## src/rtl/tmr_pkg.sv

```systemverilog
package tmr_pkg;

    localparam int unsigned LANES    = 4;
    localparam int unsigned CNT_W    = 32;
    localparam int unsigned CTRL_W   = 4;

    localparam logic [2:0] MODE_W32 = 3'd1;
    localparam logic [2:0] MODE_W16 = 3'd2;
    localparam logic [2:0] MODE_W8  = 3'd3;

    localparam int unsigned OFF_ID     = 32'h00;
    localparam int unsigned OFF_CFG    = 32'h10;
    localparam int unsigned OFF_MASK   = 32'h14;
    localparam int unsigned OFF_FLAG   = 32'h18;
    localparam int unsigned OFF_RUN    = 32'h1C;
    localparam int unsigned CH_BASE    = 32'h20;
    localparam int unsigned CH_STRIDE  = 32'h10;
    localparam int unsigned CH_CTRL    = 32'h0;
    localparam int unsigned CH_RELOAD  = 32'h4;
    localparam int unsigned CH_COUNT   = 32'h8;

endpackage

```

## src/rtl/tmr_tick_sync.sv

```systemverilog
module tmr_tick_sync (
    input  logic clk,
    input  logic rst_n,
    input  logic tick_in,
    output logic tick_pulse
);

    typedef struct packed {
        logic meta;
        logic sync;
        logic last;
    } sync_t;

    sync_t s_d, s_q;

    always_comb begin
        s_d      = s_q;
        s_d.meta = tick_in;
        s_d.sync = s_q.meta;
        s_d.last = s_q.sync;
    end

    always_ff @(posedge clk or negedge rst_n) begin
        if (!rst_n) begin
            s_q <= '0;
        end else begin
            s_q <= s_d;
        end
    end

    // one pulse per synchronised rising edge
    assign tick_pulse = s_q.sync & ~s_q.last;

endmodule

```

## src/rtl/tmr_channel.sv

```systemverilog
module tmr_channel
    import tmr_pkg::*;
(
    input  logic             clk,
    input  logic             rst_n,
    input  logic [2:0]       mode,
    input  logic             step,
    input  logic [LANES-1:0] run,
    input  logic [CNT_W-1:0] reload,
    output logic [CNT_W-1:0] count,
    output logic [LANES-1:0] expire
);

    localparam int unsigned HALF_W = CNT_W / 2;
    localparam int unsigned BYTE_W = CNT_W / LANES;

    typedef struct packed {
        logic [CNT_W-1:0] cnt;
        logic [LANES-1:0] run_prev;
    } chan_t;

    chan_t c_d, c_q;
    logic [LANES-1:0] arm;

    assign arm = run & ~c_q.run_prev;

    always_comb begin
        c_d          = c_q;
        c_d.run_prev = run;
        expire       = '0;
        unique case (mode)
            MODE_W32: begin
                if (arm[0]) begin
                    c_d.cnt = reload;
                end else if (run[0] && step) begin
                    if (c_q.cnt == '0) begin
                        c_d.cnt   = reload;
                        expire[0] = 1'b1;
                    end else begin
                        c_d.cnt = c_q.cnt - 1'b1;
                    end
                end
            end
            MODE_W16: begin
                for (int i = 0; i < 2; i++) begin
                    if (arm[i]) begin
                        c_d.cnt[i*HALF_W +: HALF_W] = reload[i*HALF_W +: HALF_W];
                    end else if (run[i] && step) begin
                        if (c_q.cnt[i*HALF_W +: HALF_W] == '0) begin
                            c_d.cnt[i*HALF_W +: HALF_W] = reload[i*HALF_W +: HALF_W];
                            expire[i] = 1'b1;
                        end else begin
                            c_d.cnt[i*HALF_W +: HALF_W] =
                                c_q.cnt[i*HALF_W +: HALF_W] - 1'b1;
                        end
                    end
                end
            end
            MODE_W8: begin
                for (int i = 0; i < LANES; i++) begin
                    if (arm[i]) begin
                        c_d.cnt[i*BYTE_W +: BYTE_W] = reload[i*BYTE_W +: BYTE_W];
                    end else if (run[i] && step) begin
                        if (c_q.cnt[i*BYTE_W +: BYTE_W] == '0) begin
                            c_d.cnt[i*BYTE_W +: BYTE_W] = reload[i*BYTE_W +: BYTE_W];
                            expire[i] = 1'b1;
                        end else begin
                            c_d.cnt[i*BYTE_W +: BYTE_W] =
                                c_q.cnt[i*BYTE_W +: BYTE_W] - 1'b1;
                        end
                    end
                end
            end
            default: begin
                c_d.cnt = c_q.cnt;
            end
        endcase
    end

    always_ff @(posedge clk or negedge rst_n) begin
        if (!rst_n) begin
            c_q <= '0;
        end else begin
            c_q <= c_d;
        end
    end

    assign count = c_q.cnt;

endmodule

```

## src/rtl/apb_interval_timer.sv

```systemverilog
module apb_interval_timer
    import tmr_pkg::*;
#(
    parameter int unsigned NUM_CH   = 4,
    parameter int unsigned ADDR_W   = 12,
    parameter logic [31:0] ID_VALUE = 32'h0A17_0100
) (
    input  logic              pclk,
    input  logic              presetn,
    input  logic              psel,
    input  logic              penable,
    input  logic              pwrite,
    input  logic [ADDR_W-1:0] paddr,
    input  logic [31:0]       pwdata,
    output logic [31:0]       prdata,
    output logic              pready,
    input  logic [NUM_CH-1:0] ext_tick,
    output logic              irq
);

    localparam int unsigned NB = LANES * NUM_CH;

    typedef struct packed {
        logic [NUM_CH-1:0][CTRL_W-1:0] ctrl;
        logic [NUM_CH-1:0][CNT_W-1:0]  reload;
        logic [NB-1:0]                 mask;
        logic [NB-1:0]                 run;
        logic [NB-1:0]                 flag;
    } regs_t;

    regs_t r_d, r_q;

    logic                          wr_en;
    logic                          wr_flag;
    logic [NB-1:0]                 exp_all;
    logic [NB-1:0]                 flag_w;
    logic [NB-1:0]                 run_w;
    logic [NUM_CH-1:0]             ext_pulse;
    logic [NUM_CH-1:0]             step;
    logic [NUM_CH-1:0][CNT_W-1:0]  cnt_all;
    logic [31:0]                   rdata;

    function automatic logic [ADDR_W-1:0] at(input int unsigned off);
        return ADDR_W'(off);
    endfunction

    function automatic logic [ADDR_W-1:0] ch_at(input int unsigned c,
                                                 input int unsigned off);
        return ADDR_W'(CH_BASE + CH_STRIDE * c + off);
    endfunction

    assign wr_en   = psel & penable & pwrite;
    assign wr_flag = wr_en & (paddr == at(OFF_FLAG));

    // ---------------- channels ----------------
    for (genvar c = 0; c < NUM_CH; c++) begin : g_ch
        tmr_tick_sync i_sync (
            .clk        (pclk),
            .rst_n      (presetn),
            .tick_in    (ext_tick[c]),
            .tick_pulse (ext_pulse[c])
        );

        assign step[c] = r_q.ctrl[c][3] | ext_pulse[c];

        tmr_channel i_chan (
            .clk    (pclk),
            .rst_n  (presetn),
            .mode   (r_q.ctrl[c][2:0]),
            .step   (step[c]),
            .run    (r_q.run[c*LANES +: LANES]),
            .reload (r_q.reload[c]),
            .count  (cnt_all[c]),
            .expire (exp_all[c*LANES +: LANES])
        );
    end

    // ---------------- register next state ----------------
    always_comb begin
        r_d = r_q;
        if (wr_flag) begin
            r_d.flag = (r_q.flag & ~pwdata[NB-1:0]) | exp_all;
        end else begin
            r_d.flag = r_q.flag | exp_all;
        end
        if (wr_en && paddr == at(OFF_MASK)) begin
            r_d.mask = pwdata[NB-1:0];
        end
        if (wr_en && paddr == at(OFF_RUN)) begin
            r_d.run = pwdata[NB-1:0];
        end
        for (int c = 0; c < NUM_CH; c++) begin
            if (wr_en && paddr == ch_at(c, CH_CTRL)) begin
                r_d.ctrl[c] = pwdata[CTRL_W-1:0];
            end
            if (wr_en && paddr == ch_at(c, CH_RELOAD)) begin
                r_d.reload[c] = pwdata;
            end
        end
    end

    always_ff @(posedge pclk or negedge presetn) begin
        if (!presetn) begin
            r_q <= '0;
        end else begin
            r_q <= r_d;
        end
    end

    // ---------------- read mux ----------------
    always_comb begin
        rdata = '0;
        if (paddr == at(OFF_ID)) begin
            rdata = ID_VALUE;
        end else if (paddr == at(OFF_CFG)) begin
            rdata = 32'(NUM_CH);
        end else if (paddr == at(OFF_MASK)) begin
            rdata = 32'(r_q.mask);
        end else if (paddr == at(OFF_FLAG)) begin
            rdata = 32'(r_q.flag);
        end else if (paddr == at(OFF_RUN)) begin
            rdata = 32'(r_q.run);
        end
        for (int c = 0; c < NUM_CH; c++) begin
            if (paddr == ch_at(c, CH_CTRL)) begin
                rdata = 32'(r_q.ctrl[c]);
            end else if (paddr == ch_at(c, CH_RELOAD)) begin
                rdata = r_q.reload[c];
            end else if (paddr == ch_at(c, CH_COUNT)) begin
                rdata = cnt_all[c];
            end
        end
    end

    assign flag_w = r_q.flag;
    assign run_w  = r_q.run;
    assign prdata = rdata;
    assign pready = 1'b1;
    assign irq    = |(r_q.flag & r_q.mask);

endmodule

```

## config.mk

```make
export PLATFORM = sky130hd
export DESIGN_NAME = apb_interval_timer
export DESIGN_NICKNAME = d
export VERILOG_FILES = /design/src/rtl/tmr_pkg.sv /design/src/rtl/tmr_tick_sync.sv /design/src/rtl/tmr_channel.sv /design/src/rtl/apb_interval_timer.sv
export SDC_FILE = /design/constraint.sdc
export NUM_CORES = 1
export LEC_CHECK = 0
export BUFFER_PORTS_ARGS = -buffer_cell sky130_fd_sc_hd__buf_2
export CORE_ASPECT_RATIO = 1.4
export CORE_MARGIN = 2
export CORE_UTILIZATION = 40
export DETAILED_ROUTE_END_ITERATION = 16
export GPL_ROUTABILITY_DRIVEN = 0
export SETUP_SLACK_MARGIN = 0.02
export SYNTH_ARGS = -nofsm -noshare
export SYNTH_HDL_FRONTEND = slang
export SYNTH_SLANG_ARGS = --single-unit
```

## constraint.sdc

```tcl
create_clock -name pclk -period 6.2 [get_ports pclk]
set_clock_uncertainty 0.2 [all_clocks]
set_input_delay 0.62 -clock pclk [delete_from_list [all_inputs] [get_ports pclk]]
set_output_delay 0.62 -clock pclk [all_outputs]
set_load 0.01 [all_outputs]
```

==> flow_summary.toml <==
[logic_synthesis]
synth_top_area_frac = 0.3878
yosysUniqueCellTypes = 98
ys_async_sr_fraction = 1.000
synth_nets = 2620
syn_area_um2 = 22460
syn_avg_cell_area_um2 = 8.816
yosys_warnings = 0
synth_ff_type = "dfrtp_1"
synth-edff-count = 0
synth_seq_area_share = 0.3878
synth_top_area_cell = "dfrtp_1"
netlist_instances = 2547
ys_ff_latch = 348
synth_area_leaders = "dfrtp_1 39%, mux2_2 9.1%, o21ai_0 4.9%"

[clock_network]
clock_latency_ns = 0.58
postCtsSetupRepairBufs = 0
clockRootBuffer = "clkbuf_16"
cts_made_buffers = 40
tritoncts = "yes"
postCtsResizedCells = 0
path_clk_slew_ns = 0.06
clock-sinks = 348
clock_path_buffers = 3
htreeDepth = 2

[flow_run]
maxCapViolCount = 0

[placement]
dp_cells = 3258
dp_hpwl_um = 67340
pre_cts_slack_ns = 1.524
portBuffers = 85
place_area_um2 = 23570

[timing]
setup_tns_ns = 0
setup_viol = 0
fin_crit_ns = 4.832
timing.fmax_mhz = 207.0
holdWs_ns = 0.1319
timing.final.crit_share = 0.7793
hold_viol = 0
worst_slack_ns = 1.368
worstMarginPinSlew_ns = 1.228
drv_slew = 0
rsz0062_at_grt = "no"
slew_headroom = 0.1761

[grt]
grt_pass1_vias = 21228
antenna_found_initial = 6
grt.overflow.total = 0
grt_max_degree = 166
grt_pass1_wl_um = 133100
track_usage = 0.3032

[routing]
drt_iter0_drc = 2617
final_antenna_net_count = 0
drt_wl_total_um = 89310
dr.pass1.iters = 7
vias = 22187
vias_per_cell = 6.649
avgRoutedWirePerCell_um = 26.76
drc_errors = 0

[floorplan]
pin_count = 87
core_area_um2 = 55390
rows = 102
fp.dieW_um = 204.2
start_util = 0.4054
die_h_um = 284.3
dieArea_um2 = 58080

[critical_path]
crit_chain = "buf_2 > nor2b_1 > buf_4 > and3_1 > nand2_1 > o21a_1 > a211oi_1 > o41ai_1 > buf_2"
worst_setup_path_start_kind = "input pin"
crit_type = "in -> out"
crit_buf_inv = 3
critPathArrivalTime_ns = 4.01
max_stage_delay_ns = 0.63
cp-end-kind = "output pin"
path_max_fanout = 25
cp_common_cell = "buf_2"
required_ns = 5.38
crit_slowest_cell = "nand2_1"
path_delay_family = "simple AND/OR/NAND/NOR gates"

[hold_path]
hold_path_class = "in -> reg"

[layout]
fin_area_um2 = 24980
drive_gt1_frac = 0.1684
layout_common_cells = "348 x dfrtp_1, 266 x nand2_1, 221 x o21ai_0"
fin_nets = 2650
area_delta_synth_final_pct = 11.25
finalNonFillerCells = 3337
final_common_cell = "dfrtp_1"

[power_and_ir_drop]
p_per_area_nw_per_um2 = 205.4
p_leak_nw = 11.02
vdd_drop_max_mv = 0.1687

[run_status]
status = "completed"
## final cells by class
cell class | instances | area, µm²
Antenna cell | 2 | 5.005
Clock buffer | 51 | 1125
Clock inverter | 21 | 227.7
Fill cell | 5421 | 30410
Inverter | 55 | 206.4
Multi-Input combinational cell | 2000 | 12990
Sequential cell | 348 | 8708
Tap cell | 728 | 910.9
Timing Repair Buffer | 132 | 813.3
## per-layer routing
layer  global-route usage  part of all wire  vias to the layer above  wire (µm)
met4               0.2031             0.079                        6       7013
li1                     -                 -                     9731          -
met5                    0           0.00040                        -         36
met2               0.4977              0.47                     1262      42080
met1               0.3669              0.37                    10829      33140
met3              0.04437             0.079                      359       7042
## stage by stage
stage                     utilization  total power, mW
after global placement         0.4256            2.665
after detailed placement       0.4256            2.670
after floorplan                     -            2.504
after CTS                      0.4509            5.157
after global routing           0.4509            5.281
final                          0.4510            5.132
## flip-flops by register name, indices dropped and copies added, names as in the netlist
name / cells
g_ch.i_chan.count: 128
flag_w: 16
g_ch.i_sync.s_q: 4
r_q: 160
g_ch.i_chan.c_q: 16
run_w: 16
g_ch.i_sync.s_d: 8
## cell usage after synthesis (13+ instances only)
library cell / count
mux2_2: 182
mux2i_1: 21
a211oi_1: 15
nor2_1: 203
o21ai_0: 222
a221o_1: 13
a21boi_0: 15
buf_2: 20
nor2b_1: 29
a21oi_1: 193
a31oi_1: 36
nor3b_1: 18
nor3_1: 75
xor2_1: 14
xnor2_1: 18
dfrtp_1: 348
o221ai_1: 16
or4_1: 15
o21ai_1: 22
clkbuf_1: 111
nand2b_1: 38
o31ai_1: 15
and3_1: 21
a22oi_1: 45
o211ai_1: 28
nor4_1: 27
a221oi_1: 35
ha_1: 20
nand2_1: 266
nand4_1: 19
a222oi_1: 20
or3_1: 22
inv_1: 55
o22ai_1: 35
nand3_1: 65
## power by group
| group | internal, mW | switching [mW] |
|---|---|---|
| Sequential | 2.28 | 0.00954 |
| Combinational | 0.0940 | 0.258 |
| Clock | 1.42 | 1.07 |
| Total | 3.79 | 1.34 |
## worst reg2reg max path: stages (launching register included)
cell and delay, ns:
dfrtp_1 0.52, inv_1 0.15, ha_1 0.29, nor3b_1 0.78
and4_1 0.42, a211oi_2 0.24, a21oi_2 0.60, and2_1 0.43
mux2_1 0.36, a211oi_1 0.19
## final timing paths
path	cells after the start	slack [ns]	from	to
worst max-delay path	9	1.37	paddr[2]	prdata[2]
worst min-delay path	2	0.13	pwdata[23]	r_q[167]
worst max register to register	9	1.92	g_ch[3].i_chan.count[8]	g_ch[3].i_chan.count[11]
worst min register to register	0	0.15	g_ch[2].i_sync.s_d[1]	g_ch[2].i_sync.s_d[0]
max in group asynchronous	3	3.86	presetn	g_ch[0].i_chan.count[27]
min in group asynchronous	2	0.44	presetn	g_ch[1].i_sync.s_d[1]
## timing repair
item | 4_1_cts | 5_1_grt
hold buffers | 5 | 0
endpoints found under the setup margin | 0 | 0
endpoints found under the hold margin | 106 | 0
## cell families after synthesis
family	count (synthesis)	synth area share
buffers and inverters	199	0.03594
xor gates and xnor gates	32	0.01248
DFF	348	0.3878
other	1	0.0001670
and+or+nand+nor	866	0.1907
AOI/OAI and AO/OA	876	0.2602
muxes	205	0.1016
adders and majority gates	20	0.01114
No activity file was read; power rests on OpenSTA's default activity.
